### config.mk
export PLATFORM = sky130hd
export DESIGN_NAME = dual_timer
export DESIGN_NICKNAME = d
export VERILOG_FILES = /design/src/rtl/dt_pkg.sv /design/src/rtl/dt_decode.sv /design/src/rtl/dt_hold.sv /design/src/rtl/dt_core.sv /design/src/rtl/dt_rdmux.sv /design/src/rtl/dual_timer.sv
export SDC_FILE = /design/constraint.sdc
export NUM_CORES = 1
export LEC_CHECK = 0
export BUFFER_PORTS_ARGS = -buffer_cell sky130_fd_sc_hd__buf_4
export CORE_AREA = 2 2 67 69
export CTS_CLUSTER_SIZE = 10
export DETAILED_ROUTE_END_ITERATION = 10
export DIE_AREA = 0 0 69 71
export GPL_TIMING_DRIVEN = 0
export PLACE_DENSITY = 0.74
export SETUP_SLACK_MARGIN = 0.5
export SLEW_MARGIN = 20
export SYNTH_ARGS = -nofsm -noshare
export SYNTH_HDL_FRONTEND = slang
export SYNTH_SLANG_ARGS = --single-unit
### constraint.sdc
create_clock -name clk -period 2.1 [get_ports clk]
set_clock_uncertainty 0.15 [all_clocks]
set_input_delay 0.42 -clock clk [delete_from_list [all_inputs] [get_ports clk]]
set_output_delay 0.42 -clock clk [all_outputs]
set_load 0.005 [all_outputs]
### src/rtl/dt_pkg.sv
package dt_pkg;

  typedef enum logic {
    MODE_NARROW = 1'b0,
    MODE_WIDE   = 1'b1
  } dt_mode_e;

  typedef enum logic {
    SEL_LO = 1'b0,
    SEL_HI = 1'b1
  } dt_sel_e;

  typedef struct packed {
    logic wr_lo;
    logic wr_hi;
    logic rd_lo;
  } dt_strobe_s;

endpackage

### src/rtl/dt_decode.sv
module dt_decode
  import dt_pkg::*;
(
  input  logic       bus_wr,
  input  logic       bus_rd,
  input  dt_sel_e    sel,
  output dt_strobe_s strb
);

  always_comb begin
    strb.wr_lo = bus_wr & (sel == SEL_LO);
    strb.wr_hi = bus_wr & (sel == SEL_HI);
    strb.rd_lo = bus_rd & (sel == SEL_LO);
  end

  always_comb begin
    assert (!(strb.wr_lo && strb.wr_hi))
      else $error("both byte writes decoded at once (R5)");
  end

endmodule

### src/rtl/dt_hold.sv
module dt_hold #(
  parameter int BYTE_W = 8
) (
  input  logic              clk,
  input  logic              rst,
  input  logic              wr_hi,
  input  logic              rd_lo,
  input  logic [BYTE_W-1:0] wdata,
  input  logic [BYTE_W-1:0] live_hi,
  output logic [BYTE_W-1:0] hi_reg,
  output logic [BYTE_W-1:0] rd_buf
);

  always_ff @(posedge clk) begin
    if (rst) begin
      hi_reg <= '0;
      rd_buf <= '0;
    end else begin
      if (wr_hi) hi_reg <= wdata;
      if (rd_lo) rd_buf <= live_hi;
    end
  end

  // a low-byte read freezes the live high byte of that cycle
  assert_read_capture_R8: assert property (@(posedge clk) disable iff (rst)
    rd_lo |=> (rd_buf == $past(live_hi)));

  // the high-byte register changes only on a high-byte write
  assert_hi_reg_hold_R5: assert property (@(posedge clk) disable iff (rst)
    !wr_hi |=> $stable(hi_reg));

endmodule

### src/rtl/dt_core.sv
module dt_core
  import dt_pkg::*;
#(
  parameter int BYTE_W = 8
) (
  input  logic              clk,
  input  logic              rst,
  input  logic              tick,
  input  dt_mode_e          mode,
  input  logic              wr_lo,
  input  logic [BYTE_W-1:0] wdata,
  input  logic [BYTE_W-1:0] hi_reg,
  output logic [BYTE_W-1:0] cnt_lo,
  output logic [BYTE_W-1:0] cnt_hi,
  output logic              evt
);

  localparam int CNT_W = 2 * BYTE_W;

  // next narrow low count: restart on a compare hit, else add one
  function automatic logic [BYTE_W-1:0] f_next_narrow(input logic [BYTE_W-1:0] lo,
                                                      input logic             hit);
    return hit ? '0 : lo + BYTE_W'(1);
  endfunction

  // wide increment returning {carry_out, sum}
  function automatic logic [CNT_W:0] f_inc_wide(input logic [CNT_W-1:0] v);
    return {1'b0, v} + (CNT_W+1)'(1);
  endfunction

  logic [BYTE_W-1:0] cmp_buf;
  logic              started;
  logic              wide;
  logic              load_ok;
  logic              step;
  logic              lo_eq;
  logic [CNT_W:0]    inc_res;
  logic              match8;
  logic              wrap16;
  logic [BYTE_W-1:0] next_lo8;

  assign wide     = (mode == MODE_WIDE);
  assign load_ok  = wr_lo & (~wide | ~started);
  assign step     = tick & ~load_ok;
  assign lo_eq    = (cnt_lo == cmp_buf);
  assign inc_res  = f_inc_wide({cnt_hi, cnt_lo});
  assign match8   = ~wide & step & lo_eq;
  assign wrap16   = wide & step & inc_res[CNT_W];
  assign next_lo8 = f_next_narrow(cnt_lo, lo_eq);

  always_ff @(posedge clk) begin
    if (rst) begin
      cnt_lo  <= '0;
      cnt_hi  <= '0;
      cmp_buf <= '0;
      started <= 1'b0;
      evt     <= 1'b0;
    end else begin
      evt <= match8 | wrap16;
      if (wide) begin
        started <= started | tick;
        if (load_ok) begin
          cnt_hi <= hi_reg;
          cnt_lo <= wdata;
        end else if (step) begin
          {cnt_hi, cnt_lo} <= inc_res[CNT_W-1:0];
        end
      end else begin
        started <= 1'b0;
        cnt_hi  <= '0;
        if (load_ok)    cnt_lo <= wdata;
        else if (step)  cnt_lo <= next_lo8;
        if (match8)     cmp_buf <= hi_reg;
      end
    end
  end

  // a narrow tick that misses the compare copy adds one
  assert_narrow_inc_R2: assert property (@(posedge clk) disable iff (rst)
    (!wide && step && !lo_eq) |=> (cnt_lo == $past(cnt_lo) + BYTE_W'(1)));

  // a narrow match restarts the count and refreshes the compare copy
  assert_narrow_match_R3: assert property (@(posedge clk) disable iff (rst)
    match8 |=> (cnt_lo == '0 && cmp_buf == $past(hi_reg)));

  // a wide wrap lands on zero
  assert_wide_wrap_R4: assert property (@(posedge clk) disable iff (rst)
    wrap16 |=> (cnt_lo == '0 && cnt_hi == '0));

  // once started, a low write without a tick leaves the count alone
  assert_no_reload_R6: assert property (@(posedge clk) disable iff (rst)
    (wide && started && wr_lo && !tick) |=> ($stable(cnt_lo) && $stable(cnt_hi)));

  // no tick and no write means no movement
  assert_idle_lo_R7: assert property (@(posedge clk) disable iff (rst)
    (!tick && !wr_lo) |=> $stable(cnt_lo));
  assert_idle_hi_R7: assert property (@(posedge clk) disable iff (rst)
    (!tick && !wr_lo && wide) |=> $stable(cnt_hi));

  // the event is seen only with the count at its restart point
  assert_evt_narrow_R9: assert property (@(posedge clk) disable iff (rst)
    (evt && !$past(wide)) |-> (cnt_lo == '0));
  assert_evt_wide_R9: assert property (@(posedge clk) disable iff (rst)
    (evt && $past(wide)) |-> (cnt_lo == '0 && cnt_hi == '0));

  // narrow mode keeps the high count empty
  assert_narrow_hi_R1: assert property (@(posedge clk) disable iff (rst)
    !wide |=> (cnt_hi == '0));

endmodule

### src/rtl/dt_rdmux.sv
module dt_rdmux
  import dt_pkg::*;
#(
  parameter int BYTE_W = 8
) (
  input  dt_mode_e          mode,
  input  dt_sel_e           sel,
  input  logic [BYTE_W-1:0] cnt_lo,
  input  logic [BYTE_W-1:0] hi_reg,
  input  logic [BYTE_W-1:0] rd_buf,
  output logic [BYTE_W-1:0] rdata
);

  always_comb begin
    unique case (sel)
      SEL_LO:  rdata = cnt_lo;
      SEL_HI:  rdata = (mode == MODE_WIDE) ? rd_buf : hi_reg;
      default: rdata = cnt_lo;
    endcase
  end

endmodule

### src/rtl/dual_timer.sv
module dual_timer
  import dt_pkg::*;
#(
  parameter int BYTE_W = 8
) (
  input  logic              clk,
  input  logic              rst,
  input  logic              tick,
  input  logic              wide_mode,
  input  logic              bus_sel_hi,
  input  logic              bus_wr,
  input  logic              bus_rd,
  input  logic [BYTE_W-1:0] bus_wdata,
  output logic [BYTE_W-1:0] bus_rdata,
  output logic              evt
);

  dt_mode_e          mode;
  dt_sel_e           sel;
  dt_strobe_s        strb;
  logic [BYTE_W-1:0] cnt_lo;
  logic [BYTE_W-1:0] cnt_hi;
  logic [BYTE_W-1:0] hi_reg;
  logic [BYTE_W-1:0] rd_buf;

  assign mode = dt_mode_e'(wide_mode);
  assign sel  = dt_sel_e'(bus_sel_hi);

  dt_decode u_decode (
    .bus_wr (bus_wr),
    .bus_rd (bus_rd),
    .sel    (sel),
    .strb   (strb)
  );

  dt_hold #(.BYTE_W(BYTE_W)) u_hold (
    .clk     (clk),
    .rst     (rst),
    .wr_hi   (strb.wr_hi),
    .rd_lo   (strb.rd_lo),
    .wdata   (bus_wdata),
    .live_hi (cnt_hi),
    .hi_reg  (hi_reg),
    .rd_buf  (rd_buf)
  );

  dt_core #(.BYTE_W(BYTE_W)) u_core (
    .clk    (clk),
    .rst    (rst),
    .tick   (tick),
    .mode   (mode),
    .wr_lo  (strb.wr_lo),
    .wdata  (bus_wdata),
    .hi_reg (hi_reg),
    .cnt_lo (cnt_lo),
    .cnt_hi (cnt_hi),
    .evt    (evt)
  );

  dt_rdmux #(.BYTE_W(BYTE_W)) u_rdmux (
    .mode   (mode),
    .sel    (sel),
    .cnt_lo (cnt_lo),
    .hi_reg (hi_reg),
    .rd_buf (rd_buf),
    .rdata  (bus_rdata)
  );

  // reset leaves every stored value at zero
  assert_reset_clear_R10: assert property (@(posedge clk)
    rst |=> (!evt && cnt_lo == '0 && cnt_hi == '0 && hi_reg == '0 && rd_buf == '0));

endmodule

# == After elaboration in Yosys (flattened, before gate mapping) ==
# Cells that the tools add are included.
# classes
addsub,2
n_eq_ne,1
muxes,10
bitwise_logic,16
reduce_logical,3
# ops
cell,n
8-bit two-way mux,9
16-bit by 1-bit adder with 17-bit output (second input constant),1
8-bit case mux with 2 select lines,1
1-bit bitwise AND,9
8-bit by 1-bit adder with 8-bit output (second input constant),1
8-bit equality test,1
1-bit inverter,4
1-bit bitwise OR,3
2-bit AND reduction,1
2-bit nonzero test,1
2-bit OR reduction,1
# totals
regBits,42
input_bits,15
out_inout_bits,9

# == Longest topological paths before layout ==
# depth
ltp_word,8
mapped_depth,7

# == Cells and area by module ==
# From an unflattened synthesis, not the netlist that was laid out.
# hier_totals
hier_cells,250
area_unflattened_um2,2208.4
# by_module_without_submodules
mod,n_inst,cells_each,area_each_um2,seq_area_each_um2
dt_core,1,168,1426.4,520.5
dt_hold,1,52,579.3,320.3
dt_rdmux,1,27,183.9,0.0
dt_decode,1,3,18.8,0.0

# == Worst setup path after synthesis ==
# Ideal clock, no wire load.
# synth_path
kind,in2reg
startpoint,in bus_sel_hi
endpoint,reg u_core.cnt_lo[4]
arrival_ps,1429
t_required_ps,1847
path_slack_ps,417
cell_stages,7
path_cell_list,buf_2 nor2b_1 buf_2 a21oi_1 and4_1 buf_6 a2111oi_2
# synth_between
elab_chain_len,6
word_cells_on_any_way,9
# synth_lines
item,line,text
start: declaration,dual_timer.sv:10,"input logic bus_sel_hi,"
1-bit inverter *,dt_decode.sv:11,strb.wr_lo = bus_wr & (sel == SEL_LO);
1-bit bitwise AND *,dt_decode.sv:11,
1-bit bitwise AND *,dt_core.sv:43,assign load_ok = wr_lo & (~wide | ~started);
1-bit inverter,dt_core.sv:44,assign step = tick & ~load_ok;
1-bit bitwise AND,dt_core.sv:44,
2-bit nonzero test (no line),n/a,
end signal: assignment,dt_core.sv:64,cnt_lo <= wdata;
end signal: assignment,dt_core.sv:66,"{cnt_hi, cnt_lo} <= inc_res[CNT_W-1:0];"
end signal: assignment,dt_core.sv:71,if (load_ok) cnt_lo <= wdata;
end: declaration,dt_core.sv:13,"output logic [BYTE_W-1:0] cnt_lo,"
# Every way passes the cells marked *; elsewhere a longest branch is shown, timed or not.
# A chain may end at the register's enable or synchronous reset.

# == Worst setup path in the final report ==
# layout_path
startpoint,reg u_core.cnt_lo[7]
endpoint,reg u_core.cmp_buf[3]
# layout_between
elab_chain_len,3
# layout_lines
item,line,text
8-bit equality test,dt_core.sv:45,assign lo_eq = (cnt_lo == cmp_buf);
1-bit bitwise AND,dt_core.sv:47,assign match8 = ~wide & step & lo_eq;
2-bit AND reduction (no line),n/a,
end signal: assignment,dt_core.sv:73,if (match8) cmp_buf <= hi_reg;
end: declaration,dt_core.sv:31,logic [BYTE_W-1:0] cmp_buf;
# Every way passes these cells.

==> results.sh <==
export IMPL_routed_top_layer="met4"
export IMPL_avgRoutedWirePerCell_um=18.5
export IMPL_cts_made_buffers=5
export IMPL_synth_xor_area_frac=0.0703
export IMPL_synthMuxAreaShare=0.0982
export IMPL_status="finished, final reports clean"
export IMPL_syn_cell_area_mm2=0.00224
export IMPL_p_total_uw=1750
export IMPL_vias_per_cell=6.16
export IMPL_slew_headroom=0.613
export IMPL_track_usage=0.282
export IMPL_coreArea_mm2=0.00420
export IMPL_seq_area_um2=882
export IMPL_placed_cell_area_mm2=0.00250
export IMPL_vias=2237
export IMPL_gr_total_overflow=0
export IMPL_reg2reg_from="u_core.cnt_lo[7]"
export IMPL_wl_met3_um=605
export IMPL_antenna_found_initial=0
export IMPL_critPathMaxFanout=5
export IMPL_p_leak_uw=0.00115
export IMPL_clk_latency_ns=0.30
export IMPL_synth_fa_ha_area_frac=0.00558
export IMPL_synth_most_common_cell="dfxtp_1"
export IMPL_final_area_mm2=0.00300
export IMPL_power_density_mw_per_mm2=583
export IMPL_cap_violations=0
export IMPL_diodes=0
export IMPL_min_from="bus_wdata[3]"
export IMPL_async_reset_ff_frac=0
export IMPL_grt_max_degree=13
export IMPL_peakVddDrop_mv=0.448
export IMPL_crit_path_top_delay_cell="dfxtp_2"
export IMPL_period_share=0.832
export IMPL_r2r_end="u_core.cmp_buf[3]"
export IMPL_criticalPathCategory="flop to flop"
export IMPL_r2r_slack_ns=0.35
export IMPL_yosys_top_cells_count="dfxtp_1 (42), a21oi_1 (23), mux2i_1 (22), nor2_1 (21)"
export IMPL_cts_buffer_depth=2
export IMPL_setup_viol=0
export IMPL_grt_pass1_wl_um=10800
export IMPL_tns_ns=0
export IMPL_dr_wl_met2_um=3130
export IMPL_max_stage_delay_ns=0.32
export IMPL_drt_pass1_iterations=7
export IMPL_cts_root_buf="clkbuf_8"
export IMPL_fillCellCount=330
export IMPL_htree_levels=2
export IMPL_routed_wl_um=6720
export IMPL_rr_worst_depth=6
export IMPL_required_ns=2.18
export IMPL_ant_nets=0
export IMPL_drv_slew=0
export IMPL_die_w_um=69
export IMPL_synth_top_family_by_area="simple AND/OR/NAND/NOR gates"
export IMPL_worstHoldPathCells=3
export IMPL_ys_dominant_reg_cell="dfxtp_1"
export IMPL_start_util=0.534
export IMPL_setup_worst_path_start_class="flop"
export IMPL_synth_top_area_share=0.375
export IMPL_post_route_drc_count=0
export IMPL_synthTopCellsByArea="dfxtp_1 (37%), mux2i_1 (9.8%), xor2_1 (5.5%), a21oi_1 (5.1%), nand2b_1 (4.7%)"
export IMPL_synthToLayoutAreaGrowth_pct=33.8
export IMPL_syn_area_per_cell_um2=8.53
export IMPL_dp_hpwl_um=4240
export IMPL_die_h_um=71
export IMPL_nets=326
export IMPL_fmaxAchievable_mhz=572
export IMPL_rsz0062_at_grt="true"
export IMPL_worst_slew_pin_slew_ns=0.580
export IMPL_syn_inst=263
export IMPL_drive_gt1_frac=0.354
export IMPL_grt_pass1_vias=2128
export IMPL_min_path_type="input port to flop"
export IMPL_die_area_mm2=0.00490
export IMPL_yosys_warnings=0
export IMPL_tritoncts="done"
export IMPL_cts_reportedPaths_clkPinSlew_ns=0.08
export IMPL_final_min_clock_period_ns=1.75
export IMPL_netlist_cell_type_count=41
export IMPL_hold_viol_final=0
export IMPL_crit_arrival_ns=1.83
export IMPL_critPathCaptureType="flop"
export IMPL_path_cells="buf_6, xor2_2, nor4_2, and4_4, buf_8, mux2i_1"
export IMPL_cts_sinks=42
export IMPL_place_congestion=0.900
export IMPL_ys_ff_latch=42
export IMPL_synth_compound_area_frac=0.162
export IMPL_met1Wirelength_um=2770
export IMPL_min_to="u_hold.hi_reg[3]"
export IMPL_synth_net_count=279
export IMPL_multi_input_area_mm2=0.00144
export IMPL_yosys_area_top_type="dfxtp_1"
export IMPL_synth_simple_area_share=0.235
export IMPL_synth_seq_area_share=0.375
export IMPL_ios=24
export IMPL_drt_initial_drc_count=270
export IMPL_io_buffers=21
export IMPL_synth_enable_flop_cells=0
export IMPL_rows=24
-- cell usage in the layout, fill, tap and decap left out, types with 2 or more instances in the layout --
| master | netlist | routed |
|---|---|---|
| or4_1 | 4 | 2 |
| o21ai_0 | 8 | 8 |
| nand3_4 | 1 | 3 |
| or4_4 | 0 | 2 |
| nand2b_1 | 17 | 17 |
| buf_2 | 8 | 5 |
| clkbuf_1 | 6 | 5 |
| a31oi_1 | 10 | 10 |
| nor2_1 | 21 | 17 |
| o22ai_1 | 6 | 6 |
| a21oi_2 | 0 | 3 |
| nor4_2 | 1 | 3 |
| a21oi_1 | 23 | 20 |
| buf_4 | 2 | 35 |
| nor2_4 | 0 | 3 |
| o31ai_1 | 4 | 3 |
| dfxtp_4 | 0 | 8 |
| buf_8 | 0 | 4 |
| inv_1 | 4 | 4 |
| dfxtp_1 | 42 | 25 |
| nor3_1 | 3 | 2 |
| and4_4 | 1 | 2 |
| dfxtp_2 | 0 | 9 |
| buf_6 | 2 | 5 |
| clkbuf_8 | 0 | 7 |
| nand4_1 | 6 | 6 |
| mux2i_1 | 22 | 22 |
| xnor2_1 | 4 | 4 |
| xor2_1 | 14 | 11 |
| and3_1 | 7 | 6 |
| buf_12 | 0 | 2 |
| nor2b_1 | 2 | 2 |
| xor2_2 | 0 | 3 |
| nand3_1 | 12 | 11 |
| nand2_1 | 17 | 15 |
-- how the worst max path moves through the flow --
| stage | from | to |
|---|---|---|
| global route | u_core.cnt_lo[7] | u_core.cmp_buf[6] |
| finish | u_core.cnt_lo[7] | u_core.cmp_buf[3] |
| CTS | u_core.cnt_lo[2] | u_core.cmp_buf[6] |
| global placement | bus_wr | u_core.evt |
| detailed placement | wide_mode | u_core.cnt_hi[7] |
| floorplan | u_core.cnt_lo[7] | u_core.cmp_buf[0] |
-- worst max-delay path: cells and delay by family, from the launching register on --
family                    cells  cell delay, ns
xor gates and xnor gates      1            0.14
buffers and inverters         2            0.27
DFF                           1            0.32
muxes                         1            0.17
and+or+nand+nor               2            0.62
-- repair_timing --
| item | 4_1_cts | 5_1_grt |
|---|---|---|
| setup buffers | 12 | 4 |
| resized for setup | 53 | 21 |
| endpoints found under the setup margin | 31 | 32 |
| pin swaps | 19 | 12 |
| hold buffers | 0 | 0 |
| cloned | 3 | 0 |
-- final cells by class --
type                       instances  area share
buffer                            19      0.0534
clock buffer                       7      0.0288
clock inverter                     1     0.00167
inverter                           5     0.00625
multi-input combinational        198       0.479
sequential                        42       0.294
tap                               52      0.0217
timing repair buffer              39       0.115
-- cells by family (layout without fill, tap and decap cells) --
group,count (synthesis),after routing
buf+inv,24,71
simple gates,97,98
mux,22,22
flops,42,42
compound gates,59,59
fa+ha+maj,1,1
xor+xnor,18,18
-- stage by stage --
stage	util	std cells	hold WS (ns)	setup slack, ns
2_1_floorplan	-	263	0.304	0.489
3_3_place_gp	0.596	336	0.322	0.170
3_5_place_dp	0.596	336	0.332	0.165
4_1_cts	0.689	359	0.220	0.323
5_1_grt	0.714	363	0.233	0.257
6_report	0.714	363	0.226	0.352
-- layer usage --
layer	vias up	GRT usage
met5	-	0
met4	0	0.133
met3	24	0.0399
met2	115	0.464
met1	1062	0.368
li1	1036	-
-- report_power, final --
part | internal, µW | switching [µW] | leakage, µW
sequential | 822 | 40.7 | 0.000351
combinational | 166 | 167 | 0.000749
clock | 266 | 288 | 0.0000482
(Power assumes the default switching activity.)
